[config.mk]
export PLATFORM = sky130hd
export DESIGN_NAME = lbtok_sched
export DESIGN_NICKNAME = d
export VERILOG_FILES = /design/src/rtl/lbtok_pkg.sv /design/src/rtl/lbtok_cnt_bank.sv /design/src/rtl/lbtok_matcher.sv /design/src/rtl/lbtok_sched.sv
export SDC_FILE = /design/constraint.sdc
export NUM_CORES = 1
export LEC_CHECK = 0
export CAP_MARGIN = 20
export CORE_MARGIN = 3
export CORE_UTILIZATION = 30
export CTS_CLUSTER_DIAMETER = 120
export DETAILED_ROUTE_END_ITERATION = 8
export DONT_BUFFER_PORTS = 1
export SLEW_MARGIN = 0
export SYNTH_ARGS = -nofsm -noshare
export SYNTH_HDL_FRONTEND = slang
export SYNTH_SLANG_ARGS = --single-unit
[constraint.sdc]
create_clock -name clk -period 6.4 [get_ports clk]
set_input_delay 0.32 -clock clk [delete_from_list [all_inputs] [get_ports clk]]
set_output_delay 0.32 -clock clk [all_outputs]
set_load 0.01 [all_outputs]
[src/rtl/lbtok_pkg.sv]
package lbtok_pkg;
  localparam int LFSR_W = 16;
  localparam logic [LFSR_W-1:0] LFSR_TAPS = 16'hB400;

  function automatic logic [LFSR_W-1:0] lfsr_next(input logic [LFSR_W-1:0] v);
    lfsr_next = (v >> 1) ^ (v[0] ? LFSR_TAPS : '0);
  endfunction
endpackage

[src/rtl/lbtok_cnt_bank.sv]
module lbtok_cnt_bank #(
  parameter int N  = 8,
  parameter int CW = 4,
  localparam int IW = $clog2(N),
  localparam int NC = N * N * CW
) (
  input  logic          clk,
  input  logic          rst_n,
  input  logic          inc_vld,
  input  logic [IW-1:0] inc_src,
  input  logic [IW-1:0] inc_dst,
  input  logic          dec_vld,
  input  logic [IW-1:0] dec_src,
  input  logic [IW-1:0] dec_dst,
  output logic [NC-1:0] cnt_q_flat,
  output logic [NC-1:0] cnt_d_flat
);
  localparam logic [CW-1:0] CMAX = {CW{1'b1}};

  for (genvar gi = 0; gi < N; gi++) begin : g_src
    for (genvar gj = 0; gj < N; gj++) begin : g_dst
      logic          hit_inc, hit_dec, en;
      logic [CW-1:0] q, d;

      assign hit_inc = inc_vld && (inc_src == IW'(gi)) && (inc_dst == IW'(gj));
      assign hit_dec = dec_vld && (dec_src == IW'(gi)) && (dec_dst == IW'(gj));
      assign en      = hit_inc ^ hit_dec;

      always_comb begin
        d = q;
        if (hit_inc && !hit_dec) begin
          if (q != CMAX) d = q + CW'(1);
        end else if (hit_dec && !hit_inc) begin
          d = q - CW'(1);
        end
      end

      always_ff @(posedge clk or negedge rst_n) begin
        if (!rst_n)  q <= '0;
        else if (en) q <= d;
      end

      assign cnt_q_flat[(gi*N+gj)*CW +: CW] = q;
      assign cnt_d_flat[(gi*N+gj)*CW +: CW] = d;
    end
  end
endmodule

[src/rtl/lbtok_matcher.sv]
module lbtok_matcher
  import lbtok_pkg::*;
#(
  parameter int N  = 8,
  parameter int CW = 4,
  parameter logic [LFSR_W-1:0] SEED = 16'hACE1,
  localparam int IW = $clog2(N),
  localparam int WW = CW + IW,
  localparam int NC = N * N * CW
) (
  input  logic          clk,
  input  logic          rst_n,
  input  logic [NC-1:0] cnt_q_flat,
  input  logic [NC-1:0] cnt_d_flat,
  output logic          gnt_vld,
  output logic [IW-1:0] gnt_src,
  output logic [IW-1:0] gnt_dst
);
  logic [IW-1:0]     slot_q, slot_d, cand_q, cand_d, key_q, key_d, sel_key;
  logic              mvld_q, mvld_d, sel_vld, take, frame_end;
  logic [N-1:0]      act_q, act_d;
  logic [WW-1:0]     wc_q, wc_d, wp_q, wp_d, wc_sum, wp_sum;
  logic [LFSR_W-1:0] lfsr_q, lfsr_d;
  logic [CW-1:0]     rd_cand, rd_cur;

  always_comb begin
    frame_end = (slot_q == IW'(N-1));
    rd_cand   = cnt_q_flat[int'({slot_q, slot_q ^ cand_q})*CW +: CW];
    rd_cur    = mvld_q ? cnt_q_flat[int'({slot_q, slot_q ^ key_q})*CW +: CW] : '0;
    wc_sum    = wc_q + WW'(rd_cand);
    wp_sum    = wp_q + WW'(rd_cur);
    take      = (wc_sum > wp_sum);
    sel_key   = take ? cand_q : key_q;
    sel_vld   = mvld_q | take;

    slot_d = slot_q + IW'(1);
    wc_d   = wc_sum;
    wp_d   = wp_sum;
    key_d  = key_q;
    mvld_d = mvld_q;
    act_d  = act_q;
    lfsr_d = lfsr_q;
    cand_d = cand_q;
    if (frame_end) begin
      wc_d   = '0;
      wp_d   = '0;
      key_d  = sel_key;
      mvld_d = sel_vld;
      lfsr_d = lfsr_next(lfsr_q);
      cand_d = lfsr_d[IW-1:0];
      for (int i = 0; i < N; i++) begin
        act_d[i] = sel_vld &&
          (cnt_d_flat[int'({IW'(i), IW'(i) ^ sel_key})*CW +: CW] != '0);
      end
    end
  end

  always_ff @(posedge clk or negedge rst_n) begin
    if (!rst_n) begin
      slot_q <= '0;
      wc_q   <= '0;
      wp_q   <= '0;
      key_q  <= '0;
      mvld_q <= 1'b0;
      act_q  <= '0;
      lfsr_q <= SEED;
      cand_q <= SEED[IW-1:0];
    end else begin
      slot_q <= slot_d;
      wc_q   <= wc_d;
      wp_q   <= wp_d;
      if (frame_end) begin
        key_q  <= key_d;
        mvld_q <= mvld_d;
        act_q  <= act_d;
        lfsr_q <= lfsr_d;
        cand_q <= cand_d;
      end
    end
  end

  assign gnt_vld = mvld_q & act_q[slot_q];
  assign gnt_src = slot_q;
  assign gnt_dst = slot_q ^ key_q;
endmodule

[src/rtl/lbtok_sched.sv]
module lbtok_sched #(
  parameter int N  = 8,
  parameter int CW = 4,
  parameter logic [15:0] SEED = 16'hACE1,
  localparam int IW = $clog2(N)
) (
  input  logic          clk,
  input  logic          rst_n,
  input  logic          tok_vld,
  input  logic [IW-1:0] tok_src,
  input  logic [IW-1:0] tok_dst,
  output logic          gnt_vld,
  output logic [IW-1:0] gnt_src,
  output logic [IW-1:0] gnt_dst
);
  localparam int NC = N * N * CW;

  logic [NC-1:0] cnt_q_flat, cnt_d_flat;

  lbtok_cnt_bank #(.N(N), .CW(CW)) bank_i (
    .clk(clk), .rst_n(rst_n),
    .inc_vld(tok_vld), .inc_src(tok_src), .inc_dst(tok_dst),
    .dec_vld(gnt_vld), .dec_src(gnt_src), .dec_dst(gnt_dst),
    .cnt_q_flat(cnt_q_flat), .cnt_d_flat(cnt_d_flat)
  );

  lbtok_matcher #(.N(N), .CW(CW), .SEED(SEED)) match_i (
    .clk(clk), .rst_n(rst_n),
    .cnt_q_flat(cnt_q_flat), .cnt_d_flat(cnt_d_flat),
    .gnt_vld(gnt_vld), .gnt_src(gnt_src), .gnt_dst(gnt_dst)
  );
endmodule

==> impl_metrics.env <==
export IMPL_status="complete, but fails checks"
export IMPL_failed_checks="negative hold slack"
export IMPL_leakagePower_nw=14.3
export IMPL_drive_gt1_share_pct=12.2
export IMPL_die_area_um2=107000
export IMPL_cts_htree_levels=2
export IMPL_max_slew_margin_rel_pct=28.3
export IMPL_max_stage_delay_ps=580
export IMPL_final_nets=3825
export IMPL_viasPerCell=5.71
export IMPL_syn_area_um2=30800
export IMPL_worstPathMaxFanout=16
export IMPL_grt_max_degree=302
export IMPL_crit_slowest_cell="dfstp_2"
export IMPL_cts_buffers=42
export IMPL_path_cells="xor2_4 -> buf_12 -> mux4_2 -> mux4_2 -> mux4_2 -> ha_1 -> inv_1 -> fa_1 -> nor2b_1 -> o21ai_0 -> nand2b_1 -> and3_1 -> xor2_1 -> ha_1 -> and4_1 -> a21boi_1 -> o21a_1 -> mux2_2 -> nand2_1 -> a21oi_1 -> o41ai_1"
export IMPL_synth_edff_count=0
export IMPL_tns_ps=0
export IMPL_floorplan_initialDensity_pct=30.5
export IMPL_dr_first_iter_drc_count=2873
export IMPL_grt_usage_pct=17.8
export IMPL_cap_violations=0
export IMPL_fillers=10400
export IMPL_layout_setup_ws_ps=172
export IMPL_gp_congestion=0.936
export IMPL_yosys_warnings=0
export IMPL_drtPass1Iterations=6
export IMPL_drc=0
export IMPL_synth_area_leaders="dfrtp_1 (24%), mux4_2 (12%), ha_1 (11%)"
export IMPL_row_count=116
export IMPL_p_int_mw=4.63
export IMPL_power_switching_mw=3.01
export IMPL_cpMostUsedCell="mux4_2"
export IMPL_cp_depth=21
export IMPL_area_growth_pct=10.8
export IMPL_min_period_over_period_pct=97.3
export IMPL_wl_mm=98.7
export IMPL_cp_arrival_ps=6710
export IMPL_final_common_cell="nand2_1"
export IMPL_crit_type="reg2reg"
export IMPL_final_cell_mix="nand2_1 (440), inv_1 (309), dfrtp_1 (291)"
export IMPL_worst_clock_skew_ps=15.6
export IMPL_dp_hpwl_mm=73.7
export IMPL_hold_ws_ps=-540
export IMPL_die_w_um=327
export IMPL_synth_seq_area_share_pct=24.5
export IMPL_crit_buf_inv=2
export IMPL_grt_pass1_vias=25100
export IMPL_crit_required_ps=6880
export IMPL_end_kind="register"
export IMPL_synth_fp_nets=3886
export IMPL_yosys_most_used_dff="dfrtp_1"
export IMPL_synth_top_area_cell="dfrtp_1"
export IMPL_grt_pass1_wl_mm=150
export IMPL_cts_tree="done"
export IMPL_cts_root_buf="clkbuf_16"
export IMPL_power_total_mw=7.64
export IMPL_swShare_pct=39.4
export IMPL_avgSynthCellArea_um2=8.57
export IMPL_seq_power_share_pct=30.4
export IMPL_coreArea_um2=101000
export IMPL_synth_seq_cells=301
export IMPL_cts_max_path_buffers=3
export IMPL_combinationalPowerShare_pct=36.7
export IMPL_clk_pin_slew_ps=60
export IMPL_slew_viol_final=0
export IMPL_finalHoldViolCount=300
export IMPL_p_per_area_nw_per_um2=224
export IMPL_tightest_slew_ps=1080
export IMPL_portBuffers=0
export IMPL_crit_path_start_kind="register"
export IMPL_hp_class="in2async"
export IMPL_async_flop_share_pct=100
export IMPL_ios=16
export IMPL_reg2regPathDepth=21
export IMPL_synth_distinct_cells=79
export IMPL_clkSinkCount=301
export IMPL_num_vias=28100
export IMPL_crit_family="multiplexers"
export IMPL_ir_worst_vdd_mv=0.689
export IMPL_synth_top_area_share_pct=23.8
export IMPL_wire_per_inst_um=20.0
export IMPL_clock_latency_ps=590
export IMPL_grt_overflow_total=0
export IMPL_ant_nets=0
export IMPL_synth_cells=3597
export IMPL_period_needed_ps=6230
export IMPL_max_freq_mhz=161
export IMPL_clock_power_share_pct=33.0
export IMPL_setup_viol=0
export IMPL_antenna_found_initial=4
export IMPL_die_y_um=327
export IMPL_preCtsSetupSlack_ps=131
-- cells in the mapped netlist (7+ instances only) --
library cell,count
o21ai_0,263
o2bb2ai_1,23
nand3_1,87
o22a_1,13
o221ai_1,18
a211oi_1,34
clkbuf_1,147
inv_1,311
nor3_1,39
o21a_1,43
a41o_1,8
dfstp_2,8
or4_1,18
nand2b_1,85
and3_1,11
and3b_1,9
a21o_1,17
nor2b_1,59
o31ai_1,9
dfrtp_1,293
ha_1,278
mux2_2,72
o311ai_0,8
or2_2,11
nand3b_1,25
nor2_1,247
xnor2_1,105
a221oi_1,38
a21oi_1,192
a31oi_1,39
mux2i_1,65
xor2_1,7
nand2_1,441
buf_2,21
o22ai_1,68
nor4_1,30
o211ai_1,23
nand4_1,79
o41ai_1,8
a22oi_1,26
mux4_2,166
a311oi_1,8
and2_1,12
nor3b_1,12
a221o_1,9
-- layout make-up --
| type | instances | area [um^2] | share of cell area (%) |
|---|---|---|---|
| Antenna cell | 1 | 2.50 | 0.00733 |
| Clock buffer | 63 | 1330 | 3.91 |
| Clock inverter | 15 | 135 | 0.396 |
| Inverter | 314 | 1180 | 3.46 |
| Multi-Input combinational cell | 2807 | 21600 | 63.2 |
| Sequential cell | 301 | 7540 | 22.1 |
| Tap cell | 1357 | 1700 | 4.97 |
| Timing Repair Buffer | 70 | 681 | 1.99 |
-- metal layers --
metal  global-route usage, %  vias up  share of wire, %
li1                        -    13100                 -
met1                    24.2    13700                42
met2                    27.4     1138                44
met3                    3.47      238               8.9
met4                    7.90        4               5.0
met5                       0        -             0.023
-- sequential cells by signal (all words and copies together), names as in the netlist --
register / count
match_i.act_q: 8
match_i.gnt_src: 3
match_i.lfsr_q: 16
match_i.wp_q: 7
match_i.mvld_q: 1
match_i.key_q: 3
match_i.wc_q: 7
bank_i.g_src.g_dst.q: 256
-- power by group through the flow --
stage | sequential, mW | clock [mW] | combinational, mW
detailed placement | 2.34 | 0 | 2.65
global route | 2.33 | 2.63 | 2.97
CTS | 2.30 | 2.57 | 2.67
floorplan | 2.18 | 0 | 1.68
global placement | 2.34 | 0 | 2.58
finish | 2.32 | 2.52 | 2.80
-- worst reg2reg max path, stage by stage, from the launching register on --
cell,delay [ps]
dfstp_2,580
xor2_4,270
buf_12,230
mux4_2,520
mux4_2,540
mux4_2,480
ha_1,210
inv_1,70
fa_1,210
nor2b_1,50
o21ai_0,150
nand2b_1,110
and3_1,200
xor2_1,160
ha_1,300
and4_1,230
a21boi_1,250
o21a_1,320
mux2_2,500
nand2_1,320
a21oi_1,120
o41ai_1,320
-- path summary, 6_finish.rpt --
path                                                       to  slack [ps]          startpoint
worst min register to register             match_i.lfsr_q[10]         490  match_i.lfsr_q[10]
max in group asynchronous                    match_i.act_q[7]        6080               rst_n
worst max-delay path                         match_i.act_q[3]         170   match_i.lfsr_q[0]
worst min-delay path            bank_i.g_src[5].g_dst[4].q[1]        -540               rst_n
worst max register to register               match_i.act_q[3]         170   match_i.lfsr_q[0]
min in group clk                bank_i.g_src[2].g_dst[4].q[1]         400          tok_dst[0]
-- kinds of logic (layout without fill, tap and decap cells) --
kind of cell	after synthesis	count (layout)	synth area share [%]
mux	303	303	16.9
simple gates	1197	1197	18.7
flops	301	301	24.5
buf+inv	489	462	6.09
other cells	0	1	0
fa+ha+maj	280	280	11.4
compound gates	911	911	19.0
xor+xnor	116	116	3.47
-- repair_timing --
action	4_1_cts	5_1_grt
buffers inserted	0	2
hold endpoints to repair	301	301
setup endpoints to repair	0	8
gates resized for setup	0	10
-- through the flow --
step                      cells  util [%]  cell area, um^2
after floorplan            3597         -            30800
after global placement     4845      32.2            32600
after detailed placement   4845      32.2            32600
after CTS                  4923      33.7            34000
after global routing       4927      33.8            34100
final                      4928      33.8            34100
Note: power is estimated with default switching activity, not from simulation.
